`config.mk`:
```
export PLATFORM = sky130hd
export DESIGN_NAME = dma_addr_gen
export DESIGN_NICKNAME = d
export VERILOG_FILES = /design/src/rtl/dag_pkg.sv /design/src/rtl/dag_rst_sync.sv /design/src/rtl/dag_count.sv /design/src/rtl/dag_step.sv /design/src/rtl/dag_repeat.sv /design/src/rtl/dma_addr_gen.sv
export SDC_FILE = /design/constraint.sdc
export NUM_CORES = 1
export LEC_CHECK = 0
export BUFFER_PORTS_ARGS = -buffer_cell sky130_fd_sc_hd__buf_2
export CORE_UTILIZATION = 45
export DETAILED_ROUTE_END_ITERATION = 12
export SETUP_SLACK_MARGIN = 0.15
export SLEW_MARGIN = 10
export SYNTH_ARGS = -nofsm -noshare
export SYNTH_HDL_FRONTEND = slang
export SYNTH_SLANG_ARGS = --single-unit
```
`constraint.sdc`:
```
create_clock -name clk -period 19.85 [get_ports clk]
set_clock_uncertainty 0.05 [all_clocks]
set_input_delay 3.97 -clock clk [delete_from_list [all_inputs] [get_ports clk]]
set_output_delay 3.97 -clock clk [all_outputs]
set_load 0.03 [all_outputs]
```
`src/rtl/dag_pkg.sv`:
```
package dag_pkg;

  typedef enum logic [2:0] {
    AM_FIXED  = 3'd0,
    AM_INCR   = 3'd1,
    AM_DECR   = 3'd2,
    AM_STRIDE = 3'd3,
    AM_GRID   = 3'd4
  } amode_e;

  localparam int unsigned SIZE_CODE_W = 2;

endpackage

```
`src/rtl/dag_rst_sync.sv`:
```
module dag_rst_sync #(
  parameter int unsigned STAGES = 2
) (
  input  logic clk,
  input  logic rst_n,
  output logic rst_sync_n
);

  logic [STAGES-1:0] chain_q;

  always_ff @(posedge clk or negedge rst_n) begin
    if (!rst_n) chain_q <= '0;
    else        chain_q <= {chain_q[STAGES-2:0], 1'b1};
  end

  assign rst_sync_n = chain_q[STAGES-1];

endmodule

```
`src/rtl/dag_count.sv`:
```
module dag_count #(
  parameter int unsigned CW = 16
) (
  input  logic          clk,
  input  logic          rst_n,
  input  logic          clr,
  input  logic          en,
  input  logic [CW-1:0] limit,
  output logic          last
);

  logic [CW-1:0] cnt_q, cnt_d;

  // a limit of zero or one makes every position the last one
  assign last = (limit <= CW'(1)) || (cnt_q == limit - CW'(1));

  always_comb begin
    cnt_d = cnt_q;
    if (clr)     cnt_d = '0;
    else if (en) cnt_d = last ? '0 : cnt_q + CW'(1);
  end

  always_ff @(posedge clk or negedge rst_n) begin
    if (!rst_n) cnt_q <= '0;
    else        cnt_q <= cnt_d;
  end

endmodule

```
`src/rtl/dag_step.sv`:
```
module dag_step
  import dag_pkg::*;
#(
  parameter int unsigned AW = 32
) (
  input  logic [AW-1:0]          addr,
  input  logic [2:0]             mode,
  input  logic [SIZE_CODE_W-1:0] size_code,
  input  logic [AW-1:0]          eskip,
  input  logic [AW-1:0]          fskip,
  input  logic                   frame_last,
  output logic [AW-1:0]          next_addr
);

  logic [AW-1:0] esz;
  logic [AW-1:0] stride;

  assign esz    = AW'(1) << size_code;
  assign stride = esz + eskip;

  always_comb begin
    unique case (mode)
      AM_INCR:   next_addr = addr + esz;
      AM_DECR:   next_addr = addr - esz;
      AM_STRIDE: next_addr = addr + stride;
      AM_GRID:   next_addr = frame_last ? addr + stride + fskip : addr + stride;
      default:   next_addr = addr;
    endcase
  end

endmodule

```
`src/rtl/dag_repeat.sv`:
```
module dag_repeat #(
  parameter int unsigned RW = 16
) (
  input  logic          clk,
  input  logic          rst_n,
  input  logic          load,
  input  logic [RW-1:0] cfg_repeat,
  input  logic          block_fire,
  output logic          more
);

  logic [RW-1:0] rem_q, rem_d;
  logic          endless_q, endless_d;

  assign more = endless_q || (rem_q != '0);

  always_comb begin
    rem_d     = rem_q;
    endless_d = endless_q;
    if (load) begin
      rem_d     = cfg_repeat;
      endless_d = cfg_repeat[RW-1];
    end else if (block_fire && !endless_q && rem_q != '0) begin
      rem_d = rem_q - RW'(1);
    end
  end

  always_ff @(posedge clk or negedge rst_n) begin
    if (!rst_n) begin
      rem_q     <= '0;
      endless_q <= 1'b0;
    end else begin
      rem_q     <= rem_d;
      endless_q <= endless_d;
    end
  end

endmodule

```
`src/rtl/dma_addr_gen.sv`:
```
module dma_addr_gen
  import dag_pkg::*;
#(
  parameter int unsigned AW = 32,
  parameter int unsigned CW = 16,
  parameter int unsigned RW = 16
) (
  input  logic                   clk,
  input  logic                   rst_n,
  input  logic                   load_i,
  input  logic [AW-1:0]          cfg_start_i,
  input  logic [SIZE_CODE_W-1:0] cfg_size_i,
  input  logic [2:0]             cfg_mode_i,
  input  logic [CW-1:0]          cfg_elems_i,
  input  logic [CW-1:0]          cfg_frames_i,
  input  logic [AW-1:0]          cfg_eskip_i,
  input  logic [AW-1:0]          cfg_fskip_i,
  input  logic [RW-1:0]          cfg_repeat_i,
  input  logic                   adv_i,
  output logic [AW-1:0]          addr_o,
  output logic                   frame_end_o,
  output logic                   block_end_o,
  output logic                   busy_o,
  output logic                   done_o
);

  logic rst_sync_n;

  dag_rst_sync #(.STAGES(2)) u_rst (
    .clk        (clk),
    .rst_n      (rst_n),
    .rst_sync_n (rst_sync_n)
  );

  // captured configuration
  logic [AW-1:0]          start_q;
  logic [SIZE_CODE_W-1:0] size_q;
  logic [2:0]             mode_q;
  logic [CW-1:0]          elems_q, frames_q;
  logic [AW-1:0]          eskip_q, fskip_q;

  // run state
  logic [AW-1:0] addr_q, addr_d;
  logic          busy_q, busy_d;
  logic          done_q, done_d;

  logic adv_ok, elem_last, frame_last, block_last, block_fire, more;
  logic [AW-1:0] step_addr;

  assign adv_ok     = adv_i && busy_q && !load_i;
  assign block_last = elem_last && frame_last;
  assign block_fire = adv_ok && block_last;

  dag_count #(.CW(CW)) u_elem_cnt (
    .clk   (clk),
    .rst_n (rst_sync_n),
    .clr   (load_i),
    .en    (adv_ok),
    .limit (elems_q),
    .last  (elem_last)
  );

  dag_count #(.CW(CW)) u_frame_cnt (
    .clk   (clk),
    .rst_n (rst_sync_n),
    .clr   (load_i),
    .en    (adv_ok && elem_last),
    .limit (frames_q),
    .last  (frame_last)
  );

  dag_repeat #(.RW(RW)) u_rep (
    .clk        (clk),
    .rst_n      (rst_sync_n),
    .load       (load_i),
    .cfg_repeat (cfg_repeat_i),
    .block_fire (block_fire),
    .more       (more)
  );

  dag_step #(.AW(AW)) u_step (
    .addr       (addr_q),
    .mode       (mode_q),
    .size_code  (size_q),
    .eskip      (eskip_q),
    .fskip      (fskip_q),
    .frame_last (elem_last),
    .next_addr  (step_addr)
  );

  // next-state logic
  always_comb begin
    addr_d = addr_q;
    busy_d = busy_q;
    done_d = done_q;
    if (load_i) begin
      addr_d = cfg_start_i;
      busy_d = 1'b1;
      done_d = 1'b0;
    end else if (block_fire) begin
      if (more) begin
        addr_d = start_q;
      end else begin
        busy_d = 1'b0;
        done_d = 1'b1;
      end
    end else if (adv_ok) begin
      addr_d = step_addr;
    end
  end

  // configuration capture, enabled by load
  always_ff @(posedge clk or negedge rst_sync_n) begin
    if (!rst_sync_n) begin
      start_q  <= '0;
      size_q   <= '0;
      mode_q   <= '0;
      elems_q  <= '0;
      frames_q <= '0;
      eskip_q  <= '0;
      fskip_q  <= '0;
    end else if (load_i) begin
      start_q  <= cfg_start_i;
      size_q   <= cfg_size_i;
      mode_q   <= cfg_mode_i;
      elems_q  <= cfg_elems_i;
      frames_q <= cfg_frames_i;
      eskip_q  <= cfg_eskip_i;
      fskip_q  <= cfg_fskip_i;
    end
  end

  always_ff @(posedge clk or negedge rst_sync_n) begin
    if (!rst_sync_n) begin
      addr_q <= '0;
      busy_q <= 1'b0;
      done_q <= 1'b0;
    end else begin
      addr_q <= addr_d;
      busy_q <= busy_d;
      done_q <= done_d;
    end
  end

  assign addr_o      = addr_q;
  assign frame_end_o = adv_ok && elem_last;
  assign block_end_o = block_fire;
  assign busy_o      = busy_q;
  assign done_o      = done_q;

endmodule

```
==> results of run 1 <==
==> routing by layer <==
metal / vias up / part of all wire [%] / global-route usage [%]
li1: 7117 / - / -
met1: 7318 / 45 / 35.6
met2: 426 / 48 / 44.1
met3: 67 / 5.1 / 3.19
met4: 0 / 2.3 / 6.38
met5: - / 0 / 0
==> kinds of logic after synthesis <==
kind of cell	count (synthesis)	synth area share, %
and+or+nand+nor	528	16.0
other	1	0.0225
xor gates and xnor gates	127	6.67
adders and majority gates	136	10.5
muxes	138	9.19
AOI/OAI and AO/OA	554	21.8
DFF	218	32.7
buffers and inverters	128	3.11
==> report_power, final <==
group | leakage, nW | total [mW] | internal [mW] | switching, mW
clock | 0.481 | 0.541 | 0.336 | 0.204
sequential | 2.63 | 0.586 | 0.501 | 0.0847
combinational | 5.39 | 1.87 | 0.765 | 1.11
==> state kept, by name (all words and copies together), names as in the netlist <==
name	flops
addr_o	32
eskip_q	32
fskip_q	32
start_q	32
elems_q	16
frames_q	16
u_elem_cnt.cnt_q	16
u_frame_cnt.cnt_q	16
u_rep.rem_q	16
mode_q	3
size_q	2
u_rst.chain_q	2
busy_o	1
done_o	1
u_rep.endless_q	1
==> area by class of cell <==
cell class                 instances  area (um2)  share of cell area (%)
multi-input combinational       1484       10700                    56.5
clock buffer                      32         724                    3.81
timing repair buffer             202        1050                    5.55
tap                              468         586                    3.08
antenna                            2        5.00                  0.0263
inverter                          53         199                    1.05
sequential                       218        5460                    28.7
clock inverter                    16         234                    1.23
==> cell usage in the layout, fill, tap and decap left out, types with 18 or more instances in the layout <==
cell type,count
mux2_2,122
ha_1,129
xor2_1,53
nor2b_1,20
a21oi_1,128
o31ai_1,28
nor3_1,34
nand2b_1,28
buf_2,187
o211ai_1,23
a21o_1,39
o21ai_0,149
inv_1,53
dfrtp_1,217
a211oi_1,20
nor2_1,124
xnor2_1,74
nand3_1,41
clkbuf_16,27
nand2_1,134
and3_1,36
nand4_1,18
==> worst max-delay path, stage by stage <==
cell	delay, ps
clkbuf_8	320
nor2_1	260
nand3_1	150
inv_1	80
buf_2	190
==> how the worst max path moves through the flow <==
stage | depth (start not counted) | startpoint | to
global placement | 4 | load_i | frame_end_o
floorplan | 4 | load_i | frame_end_o
global route | 5 | load_i | block_end_o
detailed placement | 5 | load_i | block_end_o
CTS | 5 | load_i | block_end_o
finish | 5 | load_i | block_end_o
==> stage by stage <==
stage | worst slack (ps) | cell area (um2) | hold slack [ps] | instances | util (%)
CTS | 10800 | 19000 | 312 | 2473 | 52.0
global placement | 10830 | 18000 | 288 | 2425 | 49.4
finish | 10830 | 19000 | 309 | 2475 | 52.0
floorplan | 10910 | 16700 | 281 | 1830 | -
detailed placement | 10820 | 18000 | 293 | 2425 | 49.4
global route | 10700 | 19000 | 328 | 2473 | 52.0
==> impl_metrics.csv, run 1 <==
group,metric,value,unit
global_routing,antenna_found_initial,0,
die,rows,70,
clock_tree,holdBufCountCts,0,
drt,wl_per_cell,20.3,um
worst_setup_path,cp.arrival,5000,ps
timing,rsz0062_at_grt,"no",
global_routing,grt_pass1_wl,79.2,mm
worst_setup_path,rr_worst_depth,23,
yosys,syn_avg_cell_area,9.12,um2
final_layout,fin_nets,2275,
yosys,synth-edff-count,0,
power,fin_total_pwr,3.00,mW
global_routing,grt_util_all_layers,26.2,%
clock_tree,post_cts_resized,0,
worst_setup_path,cp_max_fo,81,
die,core,36500,um2
yosys,synth.largest_area_cell,"dfrtp_1",
yosys,synth_area_leaders,"dfrtp_1 (33%), ha_1 (9.7%), mux2_2 (8.2%)",
timing,fin_setup_tns,0,ps
yosys,syn_nets,2119,
worst_hold_path,hold-path-cell-count,0,
clock_tree,clkSlewWorstSetupHoldPaths,60,ps
yosys,mappedNetlistArea,16700,um2
timing,worst_pin_slew,1140,ps
worst_hold_path,hp-class,"flip-flop to flip-flop",
drt,routed_via_density,6.03,
drt,drt-pass1-iter-count,6,
worst_setup_path,reg2reg_from,"size_q[1]",
global_routing,first_global_vias,14327,
worst_setup_path,endpoint_kind,"output pin",
yosys,syn_inst,1830,
timing,slew_violations,0,
timing,final.min_clock_period,9020,ps
outcome,status,"finished, final reports clean",
job,cap_violations,0,
yosys,ys_ff_latch,218,
worst_setup_path,cp-start-kind,"input port",
drt,wirelength,50.2,mm
timing,min_period_over_period,45.4,%
timing,fmax,0.111,GHz
clock_tree,clockBufferDepth,3,
clock_tree,cts_buffers,27,
final_layout,fillCellCount,3403,
timing,setup_viol,0,
timing,relSlewSlack,23.9,%
drt,initialDrtViolationCount,953,
yosys,seq_area_frac_synth,32.7,%
yosys,synth_top_area_share,32.7,%
clock_tree,cts_root_buf,"clkbuf_16",
worst_hold_path,min_from,"u_rst.chain_q[0]",
worst_setup_path,worstPathRequired,15830,ps
global_routing,grt_overflow_total,0,
clock_tree,insertion_delay,560,ps
clock_tree,cts_tree,"built",
power,power_density,158,nW/um2
power,irDropWorstVdd,0.113,mV
clock_tree,cts_sinks,218,
yosys,synth_common_cells,"dfrtp_1 (218), o21ai_0 (150), nand2_1 (134), ha_1 (129), a21oi_1 (128)",
place,io_buffers,188,
drt,antenna_left,0,
yosys,synthArstFlopShare,100,%
worst_setup_path,timing.rr.end,"addr_o[29]",
final_layout,final_layout_size_suffix_gt1_share,20.0,%
yosys,synth_top_flop_cell,"dfrtp_1",
drt,drc,0,
worst_setup_path,worstSetupPathType,"input port to output pin",
drt,vias,14928,
die,die_h,195,um
die,initial_core_util,45.7,%
yosys,yosysWarnings,0,
final_layout,syn2layout_area_growth,13.9,%
place,detailed_place_hpwl,36.8,mm
place,gp_congestion,0.895,
yosys,yosysMostFrequentCell,"dfrtp_1",
power,p_leak,8.49,nW
die,io_pins,189,
global_routing,grt_max_degree,82,
worst_setup_path,r2r_setup_slack,13710,ps
timing,hold_violations,0,
yosys,ys_types,83,
die,die_x,195,um
worst_hold_path,whs_endpoint,"u_rst.chain_q[1]",
die,dieArea,37900,um2
clock_tree,post_cts_buffers,0,
clock_tree,htreeDepth,1,
(Power assumes the default switching activity.)
==> inputs of run 2 (changes only) <==
--- a/config.mk
+++ b/config.mk
@@ -8,6 +8,7 @@
 export BUFFER_PORTS_ARGS = -buffer_cell sky130_fd_sc_hd__buf_2
 export CORE_UTILIZATION = 45
 export DETAILED_ROUTE_END_ITERATION = 12
+export PLACE_DENSITY = 0.66
 export SETUP_SLACK_MARGIN = 0.15
 export SLEW_MARGIN = 10
 export SYNTH_ARGS = -nofsm -noshare
==> constraint.sdc (replaced) <==
create_clock -name clk -period 8.15 [get_ports clk]
set_clock_uncertainty 0.05 [all_clocks]
set_input_delay 1.63 -clock clk [delete_from_list [all_inputs] [get_ports clk]]
set_output_delay 1.63 -clock clk [all_outputs]
set_load 0.03 [all_outputs]
==> run 2 against run 1 <==
Die area did not move. Clock power grew 130%. Critical path depth is 15 higher. Largest cell class unchanged. Cell area decreased by 0.31%. Power grew 140%. Sequential cell count unchanged. Core utilization fell by 0.16 points.
==> impl_metrics.csv, run 2 (synthesized netlist as in run 1, its figures left out) <==
group,metric,value,unit
power,clockPowerShare,16.9,%
place,place_inst,2425,
worst_setup_path,crit_path_max_incr_delay,1040,ps
die,initial_core_util,45.7,%
clock_tree,cts_buffers,26,
global_routing,antenna_found_initial,1,
place,io_buffers,188,
outcome,status,"finished, final reports clean",
worst_setup_path,worstSetupPathType,"flip-flop to flip-flop",
die,die_x,195,um
worst_setup_path,rr_worst_depth,20,
die,dieArea,37900,um2
worst_setup_path,cp-start-kind,"flip-flop",
die,core,36500,um2
power,pwr-share-comb,63.7,%
clock_tree,clockBufferDepth,3,
timing,fmax,0.155,GHz
drt,wirelength,51.3,mm
drt,drt-pass1-iter-count,5,
power,irDropWorstVdd,0.177,mV
clock_tree,cts_tree,"built",
die,die_h,195,um
worst_setup_path,cp_max_fo,8,
timing,min_period_over_period,78.9,%
final_layout,fin_cells,2474,
drt,initialDrtViolationCount,1179,
power,p_int,3.83,mW
place,placed_cell_area,18000,um2
drt,vias,15028,
power,p_sw_share,47.4,%
final_layout,fin_nets,2274,
clock_tree,cts_root_buf,"clkbuf_16",
clock_tree,post_cts_resized,0,
place,detailed_place_hpwl,38.0,mm
worst_setup_path,r2r_setup_slack,1720,ps
drt,drc,0,
timing,hold_slack,212,ps
clock_tree,insertion_delay,570,ps
place,place_ws,1820,ps
final_layout,final_area,18900,um2
final_layout,final_layout_size_suffix_gt1_share,19.9,%
power,p_switching,3.46,mW
timing,setup_ws,1720,ps
worst_hold_path,hp-class,"flip-flop to asynchronous set/reset pin",
final_layout,fillCellCount,3427,
clock_tree,clkSlewWorstSetupHoldPaths,60,ps
timing,setup_viol,0,
power,fin_total_pwr,7.29,mW
clock_tree,holdBufCountCts,0,
worst_setup_path,slowest_stage,"o31ai_1",
worst_setup_path,cp.arrival,6800,ps
clock_tree,cts_sinks,218,
power,power_density,385,nW/um2
timing,relSlewSlack,15.5,%
timing,fin_setup_tns,0,ps
final_layout,final_cell_mix,"dfrtp_1 (217), buf_2 (187), o21ai_0 (149)",
job,cap_violations,0,
clock_tree,post_cts_buffers,0,
die,rows,70,
place,gp_congestion,0.954,
worst_setup_path,timing.rr.end,"addr_o[25]",
worst_setup_path,path_cells,"nor2b_1 -> fa_1 -> ha_1 -> a21oi_1 -> nor2_1 -> o31ai_1 -> o221ai_1 -> o41ai_1 -> o21ai_0 -> xor2_1 -> ha_1 -> a21o_1 -> a21o_1 -> a221o_1 -> a31oi_1 -> a21oi_1 -> xnor2_1 -> nor2_1 -> a211oi_1 -> o31ai_1",
timing,slew_violations,0,
worst_setup_path,worstPathRequired,8510,ps
global_routing,first_global_vias,14711,
drt,antenna_left,0,
final_layout,layout_commonest_cell,"dfrtp_1",
timing,worst_pin_slew,1260,ps
timing,hold_violations,0,
drt,wl_per_cell,20.7,um
clock_tree,htreeDepth,1,
die,io_pins,189,
drt,routed_via_density,6.07,
timing,rsz0062_at_grt,"no",
global_routing,grt_max_degree,114,
final_layout,syn2layout_area_growth,13.5,%
global_routing,grt_pass1_wl,80.6,mm
global_routing,grt_overflow_total,0,
timing,final.min_clock_period,6430,ps
worst_setup_path,endpoint_kind,"flip-flop",
final_layout,fin_util,51.9,%
global_routing,grt_util_all_layers,26.7,%
worst_setup_path,reg2reg_from,"size_q[1]",
power,seqPwrFrac,19.4,%
power,p_leak,8.46,nW
-- run 2: cell types whose count changed in the layout (fill, tap and decap cells not counted), sizes merged --
cell / change
diode: -1
inv: -1
clkbuf: +5
clkinv: -2
clkinvlp: +1
bufinv: -3
-- run 2: power by group through the flow --
stage,registers [mW],logic (mW),clock network (mW)
floorplan,1.49,3.32,0
global placement,1.42,4.57,0
detailed placement,1.43,4.54,0
CTS,1.41,4.58,1.26
global route,1.44,5.07,1.30
finish,1.41,4.65,1.23
-- run 2: worst max-delay path, delay by kind of cell (launching register included) --
kind / cells / cell delay [ps]
AO/OA/AOI/OAI: 12 / 3890
XOR/XNOR: 2 / 400
adder cells (fa/ha/maj): 3 / 1180
flip-flops: 1 / 420
AND/OR/NAND/NOR: 3 / 310
-- run 2: how the worst max path moves through the flow --
stage                     startpoint         end  slack, ps  cells after the start
floorplan           u_rst.chain_q[1]   addr_o[0]       1580                      0
global placement           size_q[1]  addr_o[25]       1790                     20
detailed placement         size_q[1]  addr_o[25]       1820                     20
CTS                        size_q[1]  addr_o[25]       1810                     20
global route               size_q[1]  addr_o[31]       1360                     21
finish                     size_q[1]  addr_o[25]       1720                     20
-- run 2: layout make-up --
class	instances	area, um2	share of cell area, %
multi-input combinational	1484	10700	56.7
sequential	218	5460	28.8
timing repair buffer	202	1050	5.57
clock buffer	37	752	3.97
tap	468	586	3.09
inverter	53	199	1.05
clock inverter	11	151	0.799
antenna	1	2.50	0.0132
-- run 2: metal layers --
metal | global-route usage, % | share of wire, %
met1 | 35.4 | 44
met2 | 44.7 | 47
met3 | 3.82 | 5.8
met4 | 8.79 | 3.2
met5 | 0 | 0
==> inputs of run 3 (changes only) <==
--- a/config.mk
+++ b/config.mk
@@ -5,10 +5,10 @@
 export SDC_FILE = /design/constraint.sdc
 export NUM_CORES = 1
 export LEC_CHECK = 0
+export ABC_AREA = 1
 export BUFFER_PORTS_ARGS = -buffer_cell sky130_fd_sc_hd__buf_2
 export CORE_UTILIZATION = 45
 export DETAILED_ROUTE_END_ITERATION = 12
-export PLACE_DENSITY = 0.66
 export SETUP_SLACK_MARGIN = 0.15
 export SLEW_MARGIN = 10
 export SYNTH_ARGS = -nofsm -noshare
==> constraint.sdc (replaced) <==
create_clock -name clk -period 6.2 [get_ports clk]
set_clock_uncertainty 0.05 [all_clocks]
set_input_delay 1.24 -clock clk [delete_from_list [all_inputs] [get_ports clk]]
set_output_delay 1.24 -clock clk [all_outputs]
set_load 0.03 [all_outputs]
==> run 3 against run 2 <==
Via count up 35%. Sequential cell count unchanged. Largest cell class unchanged. Die area increased by 14%. Global-route usage grew 6.6 points. Critical path type unchanged. Non-clock buffer count increased by 7. Synthesized cell count is 63% higher. Routed wire length increased by 40%. Critical path depth up 8. Cell area rose by 13%. Worst hold slack better by 99 ps. Sequential power is 32% higher.
==> impl_metrics.csv, run 3 <==
group,metric,value,unit
drt,routed_via_density,5.46,
outcome,status,"finished, final reports clean",
drt,initialDrtViolationCount,1664,
yosys,seq_area_frac_synth,28.7,%
timing,min_period_over_period,87.5,%
die,rows,74,
clock_tree,clockBufferDepth,3,
clock_tree,post_cts_buffers,0,
yosys,synth.largest_area_cell,"dfrtp_1",
drt,drc,0,
drt,drt-pass1-iter-count,7,
drt,antenna_left,0,
yosys,yosysMostFrequentCell,"nand2_1",
job,cap_violations,0,
worst_setup_path,startpoint,"size_q[0]",
worst_setup_path,crit_top_cell,"nand2_1",
worst_setup_path,worstPathRequired,6630,ps
timing,rsz0062_at_grt,"no",
clock_tree,cts_root_buf,"clkbuf_16",
timing,relSlewSlack,23.5,%
clock_tree,holdBufCountCts,0,
yosys,synth_top_family_by_area,"simple AND/OR/NAND/NOR gates",
clock_tree,insertion_delay,590,ps
final_layout,layout_commonest_cell,"nand2_1",
yosys,synthArstFlopShare,100,%
place,io_buffers,188,
global_routing,first_global_vias,19964,
place,gp_congestion,1.02,
yosys,synth_simple_gate_area_share,37.0,%
final_layout,syn2layout_area_growth,12.8,%
worst_setup_path,cp-start-kind,"flip-flop",
global_routing,grt_util_all_layers,33.4,%
clock_tree,clkSlewWorstSetupHoldPaths,60,ps
timing,final.min_clock_period,5430,ps
worst_setup_path,cp_max_fo,5,
yosys,synth.area.mux_share,0,%
worst_setup_path,reg2reg_from,"size_q[0]",
worst_setup_path,slowest_stage,"o21ai_1",
worst_setup_path,crit_path_max_incr_delay,610,ps
die,die_h,207,um
global_routing,grt_overflow_total,0,
place,detailed_place_hpwl,56.5,mm
timing,fmax,0.184,GHz
yosys,yosysWarnings,0,
yosys,ys_types,49,
yosys,synth_top_area_share,28.7,%
global_routing,grt_pass1_wl,112,mm
final_layout,final_layout_size_suffix_gt1_share,9.72,%
yosys,synth_xor_area_share,4.06,%
worst_setup_path,cp.arrival,5850,ps
die,die_x,207,um
global_routing,grt_max_degree,100,
power,fin_total_pwr,9.43,mW
yosys,ys_ff_latch,218,
die,io_pins,189,
clock_tree,htreeDepth,1,
yosys,syn_nets,3274,
clock_tree,cts_buffers,28,
worst_setup_path,endpoint_kind,"flip-flop",
power,power_density,440,nW/um2
timing,setup_viol,0,
die,initial_core_util,46.1,%
die,dieArea,43000,um2
yosys,synth_top_flop_cell,"dfrtp_1",
power,p_leak,11.7,nW
timing,hold_violations,0,
yosys,synth-edff-count,0,
yosys,syn_inst,2985,
drt,wl_per_cell,19.3,um
clock_tree,cts_sinks,218,
timing,setup_ws,775,ps
timing,fin_setup_tns,0,ps
worst_setup_path,worstSetupPathType,"flip-flop to flip-flop",
power,irDropWorstVdd,0.304,mV
global_routing,antenna_found_initial,3,
worst_setup_path,r2r_setup_slack,770,ps
final_layout,fin_nets,3446,
place,place_ws,677,ps
yosys,mappedNetlistArea,19000,um2
yosys,synth-compound-area-share,11.9,%
timing,worst_pin_slew,1150,ps
die,core,41200,um2
timing,slew_violations,0,
drt,wirelength,71.7,mm
clock_tree,cts_tree,"built",
final_layout,final_cell_mix,"nand2_1 (1087), inv_1 (370), nor2_1 (257)",
yosys,synth_common_cells,"nand2_1 (1087), inv_1 (371), nor2_1 (257), dfrtp_1 (218), nand3_1 (195)",
yosys,yosys.area_share.adder,9.23,%
worst_hold_path,min_from,"u_rst.chain_q[0]",
yosys,synth_area_leaders,"dfrtp_1 (29%), nand2_1 (21%), ha_1 (8.5%)",
worst_hold_path,hp-class,"flip-flop to flip-flop",
yosys,syn_avg_cell_area,6.36,um2
drt,vias,20246,
## run 3: cell count changes after synthesis, moves of 24 or more
cell	previous run	this run
a21o_1	39	2
and3_1	36	1
inv_1	53	371
mux2_2	122	0
nand2_1	134	1087
nand2b_1	28	1
nand3_1	41	195
nand4_1	18	42
nor2_1	125	257
o21ai_0	150	192
o31ai_1	28	2
xnor2_1	74	32
## run 3: stage by stage
| stage | cells | hold slack (ps) | util, % | instance area [um2] |
|---|---|---|---|---|
| 2_1_floorplan | 2985 | 281 | - | 19000 |
| 3_3_place_gp | 3659 | 293 | 49.7 | 20500 |
| 3_5_place_dp | 3659 | 291 | 49.7 | 20500 |
| 4_1_cts | 3710 | 314 | 52.0 | 21400 |
| 5_1_grt | 3710 | 319 | 52.0 | 21400 |
| 6_report | 3711 | 311 | 52.0 | 21400 |
## run 3: final timing paths
kind	endpoint	cells after the start
worst max-delay path	addr_o[20]	28
worst min-delay path	u_rst.chain_q[1]	0
worst max register to register	addr_o[20]	28
worst min register to register	u_rst.chain_q[1]	0
max in group asynchronous	fskip_q[30]	1
min in group asynchronous	u_rst.chain_q[1]	1
## run 3: kinds of logic (layout without fill, tap and decap cells)
family	after synthesis	in the layout
fa+ha+maj	136	136
other cells	1	2
flops	218	218
xor+xnor	88	88
buf+inv	444	637
compound gates	418	418
simple gates	1680	1680
## run 3: critical path: cells and delay by family (launching register included)
kind            cells  cell delay (ps)
compound gates      2              690
xor+xnor            2              390
fa+ha+maj           4             1460
buf+inv             2              240
flops               1              400
simple gates       18             2100
## run 3: metal layers
metal  share of wire (%)  GRT usage [%]  vias up
li1                    -              -     9894
met1                  43           42.6     9527
met2                  48           58.3      674
met3                 5.5           4.01      149
met4                 3.7           11.1        2
met5               0.017              0        -
## run 3: final cells by class
cell class	instances	area, um2
Clock inverter	16	195
Inverter	377	1420
Fill cell	4257	19800
Antenna cell	1	2.50
Clock buffer	35	777
Tap cell	532	666
Multi-Input combinational cell	2323	11800
Timing Repair Buffer	209	1110
Sequential cell	218	5460
## run 3: power by group
group          switching [mW]  total, mW  internal, mW
logic                    3.95       5.83          1.88
clock network           0.722       1.74          1.02
registers               0.271       1.86          1.59
## run 3: what timing repair did
item	in CTS	in global routing
resized for setup	0	1
hold endpoints to repair	0	0
setup endpoints to repair	0	2
